--- config.mk ---
export PLATFORM = sky130hd
export DESIGN_NAME = memtgt_seq
export DESIGN_NICKNAME = d
export VERILOG_FILES = /design/src/rtl/memtgt_pkg.sv /design/src/rtl/memtgt_decode.sv /design/src/rtl/memtgt_burst_addr.sv /design/src/rtl/memtgt_abort_timer.sv /design/src/rtl/memtgt_seq.sv
export SDC_FILE = /design/constraint.sdc
export NUM_CORES = 1
export LEC_CHECK = 0
export ABC_AREA = 1
export BUFFER_PORTS_ARGS = -buffer_cell sky130_fd_sc_hd__buf_2
export CAP_MARGIN = 20
export CORE_ASPECT_RATIO = 2
export CORE_MARGIN = 2
export CORE_UTILIZATION = 36
export DETAILED_ROUTE_END_ITERATION = 10
export PLACE_DENSITY_LB_ADDON = 0.2
export REMOVE_ABC_BUFFERS = 1
export SETUP_SLACK_MARGIN = 0.15
export SYNTH_ARGS = -nofsm -noshare
export SYNTH_HDL_FRONTEND = slang
export SYNTH_SLANG_ARGS = --single-unit
--- constraint.sdc ---
create_clock -name clk -period 1.84 [get_ports clk]
set_input_delay 0.368 -clock clk [delete_from_list [all_inputs] [get_ports clk]]
set_output_delay 0.368 -clock clk [all_outputs]
set_load 0.02 [all_outputs]
--- src/rtl/memtgt_pkg.sv ---
package memtgt_pkg;

  typedef enum logic [1:0] {
    ST_IDLE,
    ST_ADDR,
    ST_DATA,
    ST_RETRY
  } tgt_state_e;

  localparam logic [3:0] CMD_MEM_RD = 4'b0110;
  localparam logic [3:0] CMD_MEM_WR = 4'b0111;

  function automatic logic cmd_is_mem(input logic [3:0] cmd);
    return (cmd == CMD_MEM_RD) || (cmd == CMD_MEM_WR);
  endfunction

  function automatic logic cmd_is_wr(input logic [3:0] cmd);
    return cmd == CMD_MEM_WR;
  endfunction

endpackage

--- src/rtl/memtgt_decode.sv ---
module memtgt_decode import memtgt_pkg::*; #(
  parameter int AD_W = 32,
  parameter int WIN_BITS = 20,
  localparam int BASE_W = AD_W - WIN_BITS
)(
  input  logic                clk,
  input  logic                rst_n,
  input  logic [AD_W-1:0]     ad_in,
  input  logic [3:0]          cbe_n,
  input  logic [BASE_W-1:0]   bar_base,
  output logic                hit_q,
  output logic                wr_q,
  output logic [WIN_BITS-1:0] off_q
);

  // Match evaluated every clock; the sequencer only looks at it after an address phase.
  logic hit_spec;

  always_comb begin
    hit_spec = cmd_is_mem(cbe_n)
            && (ad_in[AD_W-1:WIN_BITS] == bar_base)
            && (ad_in[1:0] == 2'b00);
  end

  always_ff @(posedge clk or negedge rst_n) begin
    if (!rst_n) begin
      hit_q <= 1'b0;
      wr_q  <= 1'b0;
      off_q <= '0;
    end else begin
      hit_q <= hit_spec;
      wr_q  <= cmd_is_wr(cbe_n);
      off_q <= {ad_in[WIN_BITS-1:2], 2'b00};
    end
  end

endmodule

--- src/rtl/memtgt_burst_addr.sv ---
module memtgt_burst_addr #(
  parameter int WIN_BITS = 20
)(
  input  logic                clk,
  input  logic                rst_n,
  input  logic                load,
  input  logic [WIN_BITS-1:0] load_off,
  input  logic                adv,
  output logic [WIN_BITS-1:0] cur_off,
  output logic [WIN_BITS-1:0] nxt_off
);

  // Next word offset, wrapping inside the window.
  function automatic logic [WIN_BITS-1:0] step_off(input logic [WIN_BITS-1:0] o);
    return o + WIN_BITS'(4);
  endfunction

  always_ff @(posedge clk or negedge rst_n) begin
    if (!rst_n) begin
      cur_off <= '0;
      nxt_off <= WIN_BITS'(4);
    end else if (load) begin
      cur_off <= load_off;
      nxt_off <= step_off(load_off);
    end else if (adv) begin
      cur_off <= nxt_off;
      nxt_off <= step_off(nxt_off);
    end
  end

  assert_adv_prefetch_R6: assert property (@(posedge clk) disable iff (!rst_n)
    adv && !load |=> (cur_off == $past(nxt_off)));

endmodule

--- src/rtl/memtgt_abort_timer.sv ---
module memtgt_abort_timer #(
  parameter int ABORT_LIMIT = 16,
  localparam int CNT_W = $clog2(ABORT_LIMIT + 1)
)(
  input  logic clk,
  input  logic rst_n,
  input  logic clr,
  input  logic run,
  output logic expired
);

  logic [CNT_W-1:0] cnt;

  always_ff @(posedge clk or negedge rst_n) begin
    if (!rst_n) begin
      cnt <= '0;
    end else if (clr) begin
      cnt <= '0;
    end else if (run && (cnt != CNT_W'(ABORT_LIMIT))) begin
      cnt <= cnt + 1'b1;
    end
  end

  assign expired = (cnt == CNT_W'(ABORT_LIMIT));

  assert_count_cap_R9: assert property (@(posedge clk) disable iff (!rst_n)
    cnt <= CNT_W'(ABORT_LIMIT));

endmodule

--- src/rtl/memtgt_seq.sv ---
module memtgt_seq import memtgt_pkg::*; #(
  parameter int AD_W = 32,
  parameter int WIN_BITS = 20,
  parameter int ABORT_LIMIT = 16,
  localparam int BASE_W = AD_W - WIN_BITS,
  localparam int BE_W = AD_W / 8
)(
  input  logic                clk,
  input  logic                rst_n,
  input  logic                frame_n,
  input  logic                irdy_n,
  input  logic [BE_W-1:0]     cbe_n,
  input  logic [AD_W-1:0]     ad_in,
  input  logic [BASE_W-1:0]   bar_base,
  output logic [AD_W-1:0]     ad_out,
  output logic                ad_oe,
  output logic                trdy_n,
  output logic                devsel_n,
  output logic                stop_n,
  output logic [WIN_BITS-1:0] core_addr,
  output logic [BE_W-1:0]     core_be_n,
  output logic [AD_W-1:0]     core_wdata,
  output logic                core_rd_start,
  output logic                core_wr_start,
  input  logic                core_done,
  input  logic [AD_W-1:0]     core_rdata
);

  tgt_state_e st;
  logic frame_q, pend_q, first_q, is_wr_q;
  logic [AD_W-1:0] rdata_q;

  logic dec_hit, dec_wr;
  logic [WIN_BITS-1:0] dec_off, cur_off, nxt_off;
  logic tmr_expired;

  // Named internal events
  logic addr_phase, claim, xfer, last_xfer, burst_adv;
  logic done_accept, abort_fire, issue, retry_end, tmr_run;

  memtgt_decode #(.AD_W(AD_W), .WIN_BITS(WIN_BITS)) u_dec (
    .clk(clk), .rst_n(rst_n), .ad_in(ad_in), .cbe_n(cbe_n), .bar_base(bar_base),
    .hit_q(dec_hit), .wr_q(dec_wr), .off_q(dec_off)
  );

  memtgt_burst_addr #(.WIN_BITS(WIN_BITS)) u_addr (
    .clk(clk), .rst_n(rst_n), .load(claim), .load_off(dec_off), .adv(burst_adv),
    .cur_off(cur_off), .nxt_off(nxt_off)
  );

  memtgt_abort_timer #(.ABORT_LIMIT(ABORT_LIMIT)) u_tmr (
    .clk(clk), .rst_n(rst_n), .clr(claim), .run(tmr_run), .expired(tmr_expired)
  );

  assign addr_phase  = (st == ST_IDLE) && frame_q && !frame_n;
  assign claim       = (st == ST_ADDR) && dec_hit;
  assign xfer        = (st == ST_DATA) && !trdy_n && !irdy_n;
  assign last_xfer   = xfer && frame_n;
  assign burst_adv   = xfer && !frame_n;
  assign done_accept = (st == ST_DATA) && pend_q && core_done;
  assign abort_fire  = (st == ST_DATA) && !first_q && tmr_expired && trdy_n && !done_accept;
  assign issue       = (st == ST_DATA) && !pend_q && trdy_n && !irdy_n && !abort_fire;
  assign retry_end   = (st == ST_RETRY) && frame_n;
  assign tmr_run     = (st == ST_DATA) && !first_q;

  assign core_addr = cur_off;
  assign ad_out    = rdata_q;

  always_ff @(posedge clk or negedge rst_n) begin
    if (!rst_n) begin
      st            <= ST_IDLE;
      frame_q       <= 1'b1;
      pend_q        <= 1'b0;
      first_q       <= 1'b0;
      is_wr_q       <= 1'b0;
      rdata_q       <= '0;
      ad_oe         <= 1'b0;
      trdy_n        <= 1'b1;
      devsel_n      <= 1'b1;
      stop_n        <= 1'b1;
      core_be_n     <= '1;
      core_wdata    <= '0;
      core_rd_start <= 1'b0;
      core_wr_start <= 1'b0;
    end else begin
      frame_q       <= frame_n;
      core_rd_start <= 1'b0;
      core_wr_start <= 1'b0;
      case (st)
        ST_IDLE: begin
          if (addr_phase) st <= ST_ADDR;
        end
        ST_ADDR: begin
          if (claim) begin
            st       <= ST_DATA;
            devsel_n <= 1'b0;
            is_wr_q  <= dec_wr;
            ad_oe    <= !dec_wr;
            first_q  <= 1'b0;
            pend_q   <= 1'b0;
          end else begin
            st <= ST_IDLE;
          end
        end
        ST_DATA: begin
          if (last_xfer) begin
            trdy_n   <= 1'b1;
            devsel_n <= 1'b1;
            ad_oe    <= 1'b0;
            st       <= ST_IDLE;
          end else if (xfer) begin
            trdy_n  <= 1'b1;
            first_q <= 1'b1;
          end else if (done_accept) begin
            trdy_n  <= 1'b0;
            pend_q  <= 1'b0;
            rdata_q <= core_rdata;
          end else if (abort_fire) begin
            stop_n <= 1'b0;
            pend_q <= 1'b0;
            st     <= ST_RETRY;
          end else if (issue) begin
            pend_q    <= 1'b1;
            core_be_n <= cbe_n;
            if (is_wr_q) begin
              core_wr_start <= 1'b1;
              core_wdata    <= ad_in;
            end else begin
              core_rd_start <= 1'b1;
            end
          end
        end
        ST_RETRY: begin
          if (retry_end) begin
            stop_n   <= 1'b1;
            devsel_n <= 1'b1;
            ad_oe    <= 1'b0;
            st       <= ST_IDLE;
          end
        end
        default: st <= ST_IDLE;
      endcase
    end
  end

  assert_devsel_medium_R2: assert property (@(posedge clk) disable iff (!rst_n)
    $fell(devsel_n) |-> ($past(frame_n, 2) == 1'b0) && ($past(frame_n, 3) == 1'b1));

  assert_no_claim_on_miss_R3: assert property (@(posedge clk) disable iff (!rst_n)
    (st == ST_ADDR) && !dec_hit |=> devsel_n);

  assert_start_onehot_R4: assert property (@(posedge clk) disable iff (!rst_n)
    $onehot0({core_rd_start, core_wr_start}));

  assert_start_pulse_R4: assert property (@(posedge clk) disable iff (!rst_n)
    (core_rd_start || core_wr_start) |=> !(core_rd_start || core_wr_start));

  assert_trdy_after_done_R5: assert property (@(posedge clk) disable iff (!rst_n)
    $fell(trdy_n) |-> $past(core_done));

  assert_trdy_pulse_R5: assert property (@(posedge clk) disable iff (!rst_n)
    !trdy_n && !irdy_n |=> trdy_n);

  assert_trdy_claimed_R5: assert property (@(posedge clk) disable iff (!rst_n)
    !trdy_n |-> !devsel_n);

  assert_release_R7: assert property (@(posedge clk) disable iff (!rst_n)
    !trdy_n && !irdy_n && frame_n |=> devsel_n);

  assert_oe_claimed_R8: assert property (@(posedge clk) disable iff (!rst_n)
    ad_oe |-> !devsel_n);

  assert_retry_no_trdy_R9: assert property (@(posedge clk) disable iff (!rst_n)
    !stop_n |-> trdy_n);

  assert_stop_after_timeout_R9: assert property (@(posedge clk) disable iff (!rst_n)
    $fell(stop_n) |-> $past(tmr_expired));

  assert_start_irdy_R11: assert property (@(posedge clk) disable iff (!rst_n)
    (core_rd_start || core_wr_start) |-> $past(!irdy_n));

endmodule

* Yosys cells after proc, flatten, opt, wreduce, memory -nomap -nowiden
Index checks and enable logic that the tools add are counted.
Storage, ports and cells: output and inout bits 94, register bits after elaboration 145, word-level logic and storage cells 149, bits of input ports 85
Operators by class: add/subtract/negate cells 3, mux-type cells 53, reductions and logical operators 48, bitwise logic cells 4, equality and inequality tests 21
Operators by type and width (number):
- 20-bit 2-to-1 mux | 4
- 20-bit by 3-bit adder with 20-bit output, second input constant | 2
- 1-bit 2-to-1 mux | 34
- 1-bit logical AND | 21
- 2-bit != test, second input constant | 9
- 2-bit 2-to-1 mux | 7
- 12-bit == test | 1
- 4-bit AND reduction | 3
- 6-bit AND reduction | 2
- 5-bit 2-to-1 mux | 2
- 5-bit AND reduction | 2
- 3-bit != test, second input constant | 3
- 4-bit by 3-bit == test with 1-bit output, second input constant | 2
- 1-bit logical NOT | 8
- 2-bit case mux with 4 select lines | 1
- 2-bit nonzero test | 4
- 7-bit AND reduction | 1
- 1-bit case mux with 2 select lines | 3
- 1-bit case mux with 3 select lines | 2
- 3-bit nonzero test | 2
- 5-bit by 1-bit adder with 5-bit output, second input constant | 1
- 5-bit == test, second input constant | 1
- 5-bit != test, second input constant | 1
- 2-bit == test, second input constant | 2
- other kinds (6) | 11

* Depth between registers and ports, before layout
depth after elaboration 13, depth in mapped cells 16, depth with buffers taken out 15

* By module
Synthesis repeated with hierarchy kept, for this count alone.
Unflattened totals: cell total of the unflattened synthesis 855, area, all modules 6797.8 sq um
By module, submodules not included:
- memtgt_seq | seq. area each 2011.9 sq um, cells each 384, area an instance 3300.7 sq um, instances 1
- memtgt_burst_addr | seq. area each 1002.2 sq um, cells each 341, area an instance 2371.0 sq um, instances 1
- memtgt_decode | seq. area each 500.5 sq um, cells each 89, area an instance 784.5 sq um, instances 1
- memtgt_abort_timer | seq. area each 125.1 sq um, cells each 41, area an instance 341.6 sq um, instances 1

* Least setup slack after synthesis
Ideal clock, no wire load.
kind reg2reg, start register st[1], end register u_addr.nxt_off[16], cell stages (with the launch flop) 16, required time 1.720 ns, data arrival time 1.843 ns, buffers on the path 2, path slack -0.123 ns, clock period less this slack 1.963 ns, library setup time 0.120 ns, cells stage by stage dfrtp_1 > inv_1 > ha_1 > buf_6 > nand2_8 > buf_12 > nand2_2 > nand2_2 > ha_1 > nand2_1 > nor2_1 > nand2_1 > nor2_1 > nand2_1 > o21ai_1 > nand2_1
Between the ends: cells in the longest elaborated chain, start to end 5, elaborated cells on any way between the ends 8, classes of those cells 2 x eq/ne; 1 x mux; 5 x reduce/logical
RTL lines:
- from (decl) | RTL line memtgt_seq.sv:29 | tgt_state_e st;
- from (signal assigned) | RTL line memtgt_seq.sv:71 | st <= ST_IDLE;
- from (signal assigned) | RTL line memtgt_seq.sv:91 | if (addr_phase) st <= ST_ADDR;
- from (signal assigned) | RTL line memtgt_seq.sv:95 | st <= ST_DATA;
- 2-bit == test | RTL line memtgt_seq.sv:57 | assign xfer = (st == ST_DATA) && !trdy_n && !irdy_n;
- 1-bit logical AND (2 in a row) | RTL line memtgt_seq.sv:57
- 1-bit logical AND | RTL line memtgt_seq.sv:59 | assign burst_adv = xfer && !frame_n;
- 2-bit nonzero test (no source line)
- to (signal assigned) | RTL line memtgt_burst_addr.sv:24 | nxt_off <= step_off(load_off);
- to (signal assigned) | RTL line memtgt_burst_addr.sv:27 | nxt_off <= step_off(nxt_off);
- to (decl) | RTL line memtgt_burst_addr.sv:10 | output logic [WIN_BITS-1:0] nxt_off
Parallel ways exist; a longest one is shown, timed or not. A chain may end at the register's enable or synchronous reset.

* Worst setup path after layout
start register st[0], end register core_wdata[27]
Between the ends: cells in the longest elaborated chain, start to end 8, elaborated cells on any way between the ends 21, classes of those cells 1 x eq/ne; 4 x bitwise; 16 x reduce/logical
RTL lines:
- 2-bit == test *
- 1-bit logical AND (on tied branches) (2 in a row) | RTL line memtgt_seq.sv:61, memtgt_seq.sv:60
- 1-bit logical AND / 1-bit logical NOT (equally long branches) | RTL line memtgt_seq.sv:61 | assign abort_fire = (st == ST_DATA) && !first_q && tmr_expired && trdy_n && !done_accept;
- 1-bit logical AND | RTL line memtgt_seq.sv:61
- 1-bit logical NOT | RTL line memtgt_seq.sv:62 | assign issue = (st == ST_DATA) && !pend_q && trdy_n && !irdy_n && !abort_fire;
- 1-bit logical AND | RTL line memtgt_seq.sv:62
- 7-bit AND reduction (no source line) *
- to (signal assigned) | RTL line memtgt_seq.sv:127 | core_wdata <= ad_in;
- to (decl) | RTL line memtgt_seq.sv:22 | output logic [AD_W-1:0] core_wdata,
Every way passes the cells marked *; elsewhere a longest branch is shown, timed or not.

==> metrics <==
CP Launch Type flip-flop; clock net sink count 141; Pwr per Cell Area 740 mW/mm²; hold path start ad_in[3]; Clock Path Buffers 2; area delta synth->final 57.5%; post-synthesis sequential area ratio 0.551; clock transition at the registers of the reported paths 60 ps; post-route non-filler standard cell count 1,259; final setup TNS -130 ps; worst min-delay path class primary input to flip-flop; post-DP HPWL 11.7 mm; Final Wtd Congestion 0.861; largest stage delay on the critical path 420 ps; CP Capture Type flip-flop; total iterations of the first detailed-routing run 4; Hold Path End u_dec.off_q[3]; initial antenna violation count 0; Reg-to-Reg End core_wdata[27]; WP buf/inv 5; Die W 98.4 µm; initial core utilization 0.365; crit path from st[0]; crit-path cells buf_6 > inv_4 > ha_4 > inv_6 > nor2_4 > nand2_2 > nor2_4 > nand2_4 > nand3_4 > buf_12 > buf_12 > nand2_2 > o21ai_1; status finished with violations; R2R cell count 13; NumNets Final 1,125; Synth top area share 0.515; delay-heaviest family, CP buffers and inverters; slowest library cell on the worst path dfrtp_1; Site Rows 69; ys flop type dfrtp_1; layout cell share with drive strength beyond 1 0.514; Die Y 193 µm; Diodes inserted 0; remaining global-route overflow 0; Period minus WS final 1870 ps; flops & latches, synth 141; Port Buf Inserts 176; Mapped Cells 755; DR vias 5,892; Ports 179; worst setup path class flip-flop to flip-flop; Max-cap violations 0; fin crit share 1.01; worst hold stages 1; routed vias/inst 4.68; routed wire length 18.5 mm; failing checks negative setup slack; cts bufs inserted 17; CTS tree yes; worst setup margin -26.9 ps; Async S/R FF share, synth 1.00; RSZ-0062 raised after global routing yes; Worst Clk Skew 8.91 ps; EDFF count, synth 0; Yosys top cell by area dfrtp_1; CP max FO 7; final setup fails 13; cell area after synthesis 0.00642 mm²; clk root buf clkbuf_16; Switching Fraction 0.255; worst hold slack 64.9 ps; Critical Path RT 2180 ps; Pins Over Slew Limit 0; internal power 5.58 mW; Net Switching 1.91 mW; WL/cell 14.7 µm; most frequent cells in the layout 186 x nand2_1, 175 x buf_2, 132 x dfrtp_1, 91 x nand2_2, 56 x inv_1; Synth area leaders dfrtp_1 51%, nand2_1 18%, inv_1 3.9%; largest net degree at the start of global routing 48; placed instance count 1,186; number of remaining DRC errors 0; maximum VDD drop 0.000639 V; vias in the first global route 5,858; Synth Warn # 0; Core Area 0.0176 mm²; commonest non-fill, non-tap cell in the layout nand2_1; GR Util All Layers 0.183; H-tree levels 4; Logic pwr share 0.099; final hold violation count 0; syn_area_per_cell 8.50 µm²; Post-DRT Antenna Nets 0; FMAX 536 MHz; total power 7.48 mW; data arrival time of the critical path 2210 ps; first-pass GRT wire length 28.1 mm; Worst R2R Start st[0]; Clock power frac 0.471; P_leak 5.47 nW; First DRT Iteration DRCs 219; Seq pwr share 0.430; post-synth cell types 44; flop2flop setup slack -30 ps; number of cells on the critical path 13; die area 0.0190 mm²; clk_lat worst skew 420 ps
## Yosys cell counts, types with 6 or more instances
cell type / number
nand2_1: 303
dfrtp_1: 132
inv_1: 66
nor2_1: 56
nand3_1: 35
o21ai_0: 25
o21ai_1: 15
buf_2: 10
nand2_2: 10
dfstp_2: 9
buf_4: 8
buf_6: 8
a21oi_1: 7
ha_1: 7
nor2_2: 6
## worst max-delay path by stage
stage / end / slack, ps
after floorplan: ad_out[0] / -620
after global placement: u_addr.nxt_off[18] / -160
after detailed placement: u_addr.nxt_off[18] / -200
after CTS: u_addr.nxt_off[16] / -4
after global routing: u_addr.nxt_off[14] / -150
final: core_wdata[27] / -30
## final cells by class
cell class	instances	area, µm²
fillers	1581	7500
flip-flops and latches	141	3540
multi-input cells	516	3200
repair buffers	283	2140
clock buffers	19	453
inverters	72	334
well taps	213	267
clock inverters	13	151
repair inverters	2	27.5
## registers in the layout (all words and copies together), names as in the netlist
signal / cells
ad_oe: 1
ad_out: 32
core_be_n: 4
core_rd_start: 1
core_wdata: 32
core_wr_start: 1
devsel_n: 1
first_q: 1
frame_q: 1
is_wr_q: 1
pend_q: 1
st: 2
stop_n: 1
trdy_n: 1
u_addr.cur_off: 18
u_addr.nxt_off: 18
u_dec.hit_q: 1
u_dec.off_q: 18
u_dec.wr_q: 1
u_tmr.cnt: 5
## through the flow
stage | cell area, µm² | setup slack (ps) | utilization
2_1_floorplan | 6200 | -620 | -
3_3_place_gp | 7970 | -163 | 0.452
3_5_place_dp | 7970 | -198 | 0.452
4_1_cts | 9190 | -4.14 | 0.522
5_1_grt | 10100 | -147 | 0.574
6_report | 10100 | -26.9 | 0.574
## logic make-up after synthesis
group | count (synthesis) | share of synthesized area
buf+inv | 99 | 0.0768
other cells | 1 | 0.000584
mux | 1 | 0.00175
simple gates | 431 | 0.284
flops | 141 | 0.551
xor+xnor | 2 | 0.00273
fa+ha+maj | 7 | 0.0136
compound gates | 73 | 0.0692
## metal layers
layer	vias to the layer above	global-route usage	share of wire
met1	2819	0.223	0.41
met2	142	0.313	0.52
met3	15	0.0493	0.054
li1	2916	-	-
met5	-	0	0
met4	0	0.0601	0.013
## power by group through the flow
stage               clock, mW  sequential, mW  combinational [mW]
floorplan                   0            3.28               0.252
global placement            0            3.26               0.589
global route             3.74            3.22               0.820
CTS                      3.62            3.21               0.670
detailed placement          0            3.26               0.593
finish                   3.53            3.22               0.740
## what timing repair did
item,in CTS,in global routing
gates cloned,3,10
buffers inserted,15,12
endpoints found under the setup margin,112,115
hold buffers,1,0
gates resized for setup,134,185
pin swaps,52,82
hold endpoints to repair,21,0
No activity file was read; power rests on OpenSTA's default activity.
